==> src/rtl/gated_pload_shreg_pkg.sv <==
package gated_pload_shreg_pkg;

    // Operation applied to the stage array on a given system cycle.
    typedef enum logic [1:0] {
        OP_HOLD  = 2'd0,
        OP_SHIFT = 2'd1,
        OP_LOAD  = 2'd2
    } step_op_e;

    localparam int MIN_SYNC_DEPTH = 2;

    // Pick the step operation from the update pulse and the mode select.
    function automatic step_op_e pick_op(input logic pulse, input logic shift_sel);
        if (!pulse) begin
            return OP_HOLD;
        end
        return shift_sel ? OP_SHIFT : OP_LOAD;
    endfunction

endpackage

==> src/rtl/gps_step_detect.sv <==
module gps_step_detect
    import gated_pload_shreg_pkg::*;
#(
    parameter int SYNC_DEPTH = 2
) (
    input  logic clk,
    input  logic rst,
    input  logic ext_clk,
    input  logic ext_inh,
    output logic upd_pulse
);
    localparam int TOP = SYNC_DEPTH - 1;

    logic [SYNC_DEPTH-1:0] clk_sync;
    logic [SYNC_DEPTH-1:0] inh_sync;
    logic                  comb_now;
    logic                  comb_prev;

    // Bring both slow lines into the system domain.
    always_ff @(posedge clk) begin
        if (rst) begin
            clk_sync <= '0;
            inh_sync <= '0;
        end else begin
            clk_sync <= {clk_sync[TOP-1:0], ext_clk};
            inh_sync <= {inh_sync[TOP-1:0], ext_inh};
        end
    end

    // Combined clock: a high level on either line keeps it high.
    assign comb_now = clk_sync[TOP] | inh_sync[TOP];

    always_ff @(posedge clk) begin
        if (rst) begin
            comb_prev <= 1'b0;
        end else begin
            comb_prev <= comb_now;
        end
    end

    assign upd_pulse = comb_now & ~comb_prev;

    if (SYNC_DEPTH < MIN_SYNC_DEPTH) begin : g_bad_depth
        initial $error("SYNC_DEPTH must be at least %0d", MIN_SYNC_DEPTH);
    end

endmodule

==> src/rtl/gps_clear_sync.sv <==
module gps_clear_sync #(
    parameter int SYNC_DEPTH = 2
) (
    input  logic clk,
    input  logic clr_n,
    output logic clr_ok
);
    localparam int TOP = SYNC_DEPTH - 1;

    logic [SYNC_DEPTH-1:0] rel_pipe;

    // Assertion is immediate; release ripples through the pipe.
    always_ff @(posedge clk or negedge clr_n) begin
        if (!clr_n) begin
            rel_pipe <= '0;
        end else begin
            rel_pipe <= {rel_pipe[TOP-1:0], 1'b1};
        end
    end

    assign clr_ok = rel_pipe[TOP];

endmodule

==> src/rtl/gps_stage_array.sv <==
module gps_stage_array
    import gated_pload_shreg_pkg::*;
#(
    parameter int W = 8
) (
    input  logic         clk,
    input  logic         rst,
    input  logic         clr_ok,
    input  logic         upd_pulse,
    input  logic         mode_shift,
    input  logic         ser_in,
    input  logic [W-1:0] par_in,
    output logic [W-1:0] stages
);
    step_op_e     op;
    logic [W-1:0] shift_src;
    logic [W-1:0] next_val;

    assign op = pick_op(upd_pulse, mode_shift);

    for (genvar i = 0; i < W; i++) begin : g_bit
        if (i == 0) begin : g_head
            assign shift_src[i] = ser_in;
        end else begin : g_tail
            assign shift_src[i] = stages[i-1];
        end
        assign next_val[i] = (op == OP_LOAD) ? par_in[i] : shift_src[i];
    end

    always_ff @(posedge clk or negedge clr_ok) begin
        if (!clr_ok) begin
            stages <= '0;
        end else if (rst) begin
            stages <= '0;
        end else if (op != OP_HOLD) begin
            stages <= next_val;
        end
    end

endmodule

==> src/rtl/gated_pload_shreg.sv <==
module gated_pload_shreg #(
    parameter int W          = 8,
    parameter int SYNC_DEPTH = 2
) (
    input  logic         clk,
    input  logic         rst,
    input  logic         clr_n,
    input  logic         ext_clk,
    input  logic         ext_inh,
    input  logic         mode_shift,
    input  logic         ser_in,
    input  logic [W-1:0] par_in,
    output logic [W-1:0] stages,
    output logic         q_last
);
    logic upd_pulse;
    logic clr_ok;

    gps_step_detect #(.SYNC_DEPTH(SYNC_DEPTH)) u_detect (
        .clk       (clk),
        .rst       (rst),
        .ext_clk   (ext_clk),
        .ext_inh   (ext_inh),
        .upd_pulse (upd_pulse)
    );

    gps_clear_sync #(.SYNC_DEPTH(SYNC_DEPTH)) u_clear (
        .clk    (clk),
        .clr_n  (clr_n),
        .clr_ok (clr_ok)
    );

    gps_stage_array #(.W(W)) u_array (
        .clk        (clk),
        .rst        (rst),
        .clr_ok     (clr_ok),
        .upd_pulse  (upd_pulse),
        .mode_shift (mode_shift),
        .ser_in     (ser_in),
        .par_in     (par_in),
        .stages     (stages)
    );

    assign q_last = stages[W-1];

endmodule

==> config.mk <==
export PLATFORM = sky130hd
export DESIGN_NAME = gated_pload_shreg
export DESIGN_NICKNAME = d
export VERILOG_FILES = /design/src/rtl/gated_pload_shreg_pkg.sv /design/src/rtl/gps_step_detect.sv /design/src/rtl/gps_clear_sync.sv /design/src/rtl/gps_stage_array.sv /design/src/rtl/gated_pload_shreg.sv
export SDC_FILE = /design/constraint.sdc
export NUM_CORES = 1
export LEC_CHECK = 0
export ABC_AREA = 1
export CAP_MARGIN = 20
export CORE_UTILIZATION = 46
export DETAILED_ROUTE_END_ITERATION = 10
export GPL_ROUTABILITY_DRIVEN = 0
export GPL_TIMING_DRIVEN = 0
export PLACE_DENSITY = 0.89
export SLEW_MARGIN = 30
export SYNTH_ARGS = -nofsm -noshare
export SYNTH_HDL_FRONTEND = slang
export SYNTH_SLANG_ARGS = --single-unit
==> constraint.sdc <==
create_clock -name clk -period 1.85 [get_ports clk]
set_input_delay 0.37 -clock clk [delete_from_list [all_inputs] [get_ports clk]]
set_output_delay 0.37 -clock clk [all_outputs]
set_load 0.01 [all_outputs]
Word-level counts from Yosys, hierarchy flattened
Index checks and enable logic that the tools add are counted.

word-level totals
  register bits = 15
  input port bits = 15
  output and inout port bits = 9
  logic and storage cells = 23

operators by class
  equality and inequality tests = 1
  multiplexer cells = 12
  bitwise gates (word level) = 3
  reduce and logical (&&, ||, !) cells = 2

operators with widths
  operator              count
  $mux W8               2
  $mux W1               8
  $mux W2               2
  $reduce_bool A2 Y1    2
  $eq A2 B2 Y1 const B  1
  $and A1 B1 Y1         1
  $not A1 Y1            1
  $or A1 B1 Y1          1

Longest topological paths before layout
  depth after elaboration = 7
  gate-level depth with buffers = 6
  mapped depth without buffers = 6

Modules after synthesis
From an unflattened synthesis, not the netlist that was laid out.

second synthesis, totals
  cell total of the unflattened synthesis = 90
  area total of the unflattened synthesis = 701.9 um^2

modules (own cells, without submodules)
  module             instances  cells each  area an instance (um^2)  sequential area each (um^2)
  gps_stage_array    1          70          496.7                    200.2
  gps_step_detect    1          16          143.9                    100.1
  gps_clear_sync     1          3           53.8                     50.0
  gated_pload_shreg  1          1           7.5                      0.0

Least setup slack after synthesis
OpenSTA, ideal clock, no wires.

  path type = reg2out
  start point = register u_array.stages[7]
  end point = output port stages[7]
  arrival time = 0.552 ns
  required time = 1.480 ns
  slack = 0.928 ns
  stages on the path, launching flop included = 2
  buffers on the path = 1
  path through = dfrtp_1 > buf_4

RTL lines
  element                 line                     source
  start, declared         gps_stage_array.sv:13    output logic [W-1:0] stages
  start signal, assigned  gps_stage_array.sv:36    stages <= next_val;
  end, declared           gated_pload_shreg.sv:13  output logic [W-1:0] stages,

No word-level cell between the ends.

Worst setup path after layout
  start point = register u_array.stages[7]
  end point = output port stages[7]

No word-level cell between the ends.

==> load_flow_metrics.sql <==
INSERT INTO impl_metrics (metric_group, metric, value, unit) VALUES
('status', 'run_status', 'completed', ''),
('yosys', 'synth_top_cells_by_count', 'nand2_1 (25), nor2_1 (20), inv_1 (13)', ''),
('critical_path', 'startpoint_types', 'flop', ''),
('critical_path', 'critical_path.max_fanout', '3', ''),
('grt', 'grt_max_degree', '10', ''),
('die', 'floorplan.die.width', '40.6', 'um'),
('route', 'first_iter_violations', '5', ''),
('timing', 'final.setup_skew', '3.89', 'ps'),
('route', 'finalWirelength', '1280', 'um'),
('cells_and_area', 'final-instance-count-excl-fill', '133', ''),
('yosys', 'synth-seq-cells', '15', ''),
('cts', 'cts_tree', 'built', ''),
('placed_design', 'buffer_ports.inserted', '22', ''),
('grt', 'initial_antenna_violation_count', '0', ''),
('yosys', 'async_set_or_reset_flop_fraction_in_the_synthesized_netlist', '66.7', '%'),
('critical_path', 'timing.reg2reg.worst_path_depth', '5', ''),
('yosys', 'synth-seq-area-share', '51.0', '%'),
('yosys', 'synth_enable_flop_cells', '0', ''),
('die', 'floorplan.die.height', '40.6', 'um'),
('cts', 'path_clk_slew', '80', 'ps'),
('cts', 'clock_path_buffers', '2', ''),
('die', 'ios', '24', ''),
('placed_design', 'placedCellCount', '129', ''),
('cts', 'h-tree-depth', '1', ''),
('critical_path', 'critPathCaptureType', 'primary output', ''),
('critical_path', 'timing.reg2reg.setup_slack', '890', 'ps'),
('grt', 'grt_overflow', '0', ''),
('placed_design', 'place_hpwl', '1030', 'um'),
('critical_path', 'r2r-start', 'u_detect.clk_sync[1]', ''),
('cells_and_area', 'antenna_cells', '0', ''),
('timing', 'layout_setup_ws', '208', 'ps'),
('die', 'core-area', '1350', 'um2'),
('cts', 'tritoncts.num_buffers', '3', ''),
('timing', 'timing.final.max_slew_violations', '0', ''),
('cts', 'ctsResizeCount', '0', ''),
('die', 'die-area', '1650', 'um2'),
('yosys', 'synth_top_area_share', '36.4', '%'),
('timing', 'hold-worst-slack', '126', 'ps'),
('yosys', 'synthesis.area_per_instance', '7.47', 'um2'),
('timing', 'period_minus_slack', '1640', 'ps'),
('yosys', 'synth_fp_nets', '107', ''),
('route', 'via_count', '579', ''),
('timing', 'fin_tns_setup', '0', 'ps'),
('timing', 'maxClockFrequency', '609', 'MHz'),
('pwr', 'power.leakage', '0.504', 'nW'),
('yosys', 'post_synth_num_cell_types', '15', ''),
('cts', 'clk_root_buffer_cell', 'clkbuf_4', ''),
('flow_run', 'maxCapViolCount', '0', ''),
('route', 'route.detailed.drc', '0', ''),
('cts', 'tritoncts_num_sinks', '15', ''),
('cells_and_area', 'drive_gt1_share', '10.2', '%'),
('cts', 'cts_hold_buffers', '0', ''),
('critical_path', 'cp.required', '1480', 'ps'),
('pwr', 'ir_drop', '0.000529', 'V'),
('critical_path', 'data_arrival_at_the_endpoint_of_the_critical_path', '1270', 'ps'),
('cts', 'worst_skew_pair.late_latency', '270', 'ps'),
('hold_path', 'hp-class', 'reg -> async', ''),
('grt', 'global_route.usage.total', '17.7', '%'),
('yosys', 'synth_top_flop_cell', 'dfrtp_1', ''),
('timing', 'hold_viol', '0', ''),
('cells_and_area', 'area_growth', '38.6', '%'),
('die', 'row_count', '13', ''),
('route', 'vias_per_cell', '4.35', ''),
('yosys', 'syn_area', '687', 'um2'),
('yosys', 'synth_top_area_cells', 'dfrtp_1 (36%), dfxtp_1 (15%), nand2_1 (14%), nor2_1 (11%), inv_1 (7.1%)', ''),
('route', 'routed_wire_length_per_instance', '9.62', 'um'),
('timing', 'rsz_0062_raised_after_global_routing', 'false', ''),
('pwr', 'post-layout-total-power', '0.604', 'mW'),
('critical_path', 'timing.rr.end', 'u_array.stages[2]', ''),
('route', 'ant_nets', '0', ''),
('grt', 'first_global_vias', '448', ''),
('cells_and_area', 'fill_cells', '117', ''),
('cells_and_area', 'num-nets-final', '134', ''),
('yosys', 'yosysMostFrequentCell', 'nand2_1', ''),
('critical_path', 'path_class', 'reg -> out', ''),
('cts', 'cts_setup_buffers', '0', ''),
('timing', 'post-route-period-util', '88.8', '%'),
('yosys', 'synth_area_leader_cell', 'dfrtp_1', ''),
('die', 'start_util', '50.9', '%'),
('pwr', 'power_density', '634', 'nW/um2'),
('grt', 'wire_length_of_the_first_global_routing_pass', '1810', 'um'),
('yosys', 'ys.warnings.count', '0', ''),
('yosys', 'syn-instance-count', '92', ''),
('timing', 'finalSetupViolations', '0', ''),
('route', 'drt_first_pass_iters', '4', ''),
('placed_design', 'pre_cts_ws', '334', 'ps');
## cells in the final DEF (no fill, tap or decap), drive strengths merged
| cell type | count |
|---|---|
| buf | 2 |
| nand2 | 26 |
| clkdlybuf4s50 | 22 |
| nand3 | 10 |
| a21oi | 1 |
| conb | 1 |
| inv | 17 |
| nor2 | 20 |
| clkbuf | 4 |
| dfxtp | 5 |
| dfrtp | 10 |
## through the flow
stage | area (um2) | utilization (%)
5_1_grt | 952 | 70.5
6_report | 952 | 70.5
3_5_place_dp | 926 | 68.6
4_1_cts | 952 | 70.5
2_1_floorplan | 687 | -
3_3_place_gp | 926 | 68.6
## power by group
part / internal (mW) / switching (mW) / total (mW)
Sequential: 0.337 / 0.00782 / 0.345
Combinational: 0.0465 / 0.0400 / 0.0865
Clock: 0.0834 / 0.0893 / 0.173
Total: 0.467 / 0.137 / 0.604
## kinds of logic (layout without fill, tap and decap cells)
| logic type | Yosys count | in the layout | synth area share (%) |
|---|---|---|---|
| compound gates | 1 | 1 | 0.728 |
| buf+inv | 19 | 45 | 12.4 |
| flops | 15 | 15 | 51.0 |
| other cells | 1 | 1 | 0.546 |
| simple gates | 56 | 56 | 35.3 |
## critical path, stage by stage, from the launching register on
cell             delay [ps]
dfrtp_1                 380
buf_4                   110
clkdlybuf4s50_1         520
## state kept, by name, indices dropped and copies added, names as in the netlist
signal and count:
u_clear.rel_pipe 2, u_detect.comb_prev 1, u_detect.inh_sync 2, u_detect.clk_sync 2, u_array.stages 8
## per-layer routing
metal,GRT usage (%),wire [um],vias to the layer above
met1,22.3,593,246
li1,-,-,318
met2,29.8,612,13
met5,0,0,-
met4,10.0,12,0
met3,1.63,61,2
## worst max-delay path by stage
stage,depth (start not counted),from,endpoint
finish,2,u_array.stages[7],stages[7]
global route,2,u_array.stages[7],stages[7]
CTS,2,u_array.stages[7],stages[7]
detailed placement,6,rst,u_array.stages[7]
global placement,6,rst,u_array.stages[6]
floorplan,1,u_array.stages[7],stages[7]
## area by class of cell
type                            instances  area (um2)  area share [%]
Inverter                               17        66.3            6.96
Clock buffer                            4        26.3            2.76
Tap cell                               15        18.8            1.97
Timing Repair Buffer                   22         220            23.1
Sequential cell                        15         350            36.8
Multi-Input combinational cell         58         251            26.4
Buffer                                  2        18.8            1.97
Note: power is estimated with default switching activity, not from simulation.
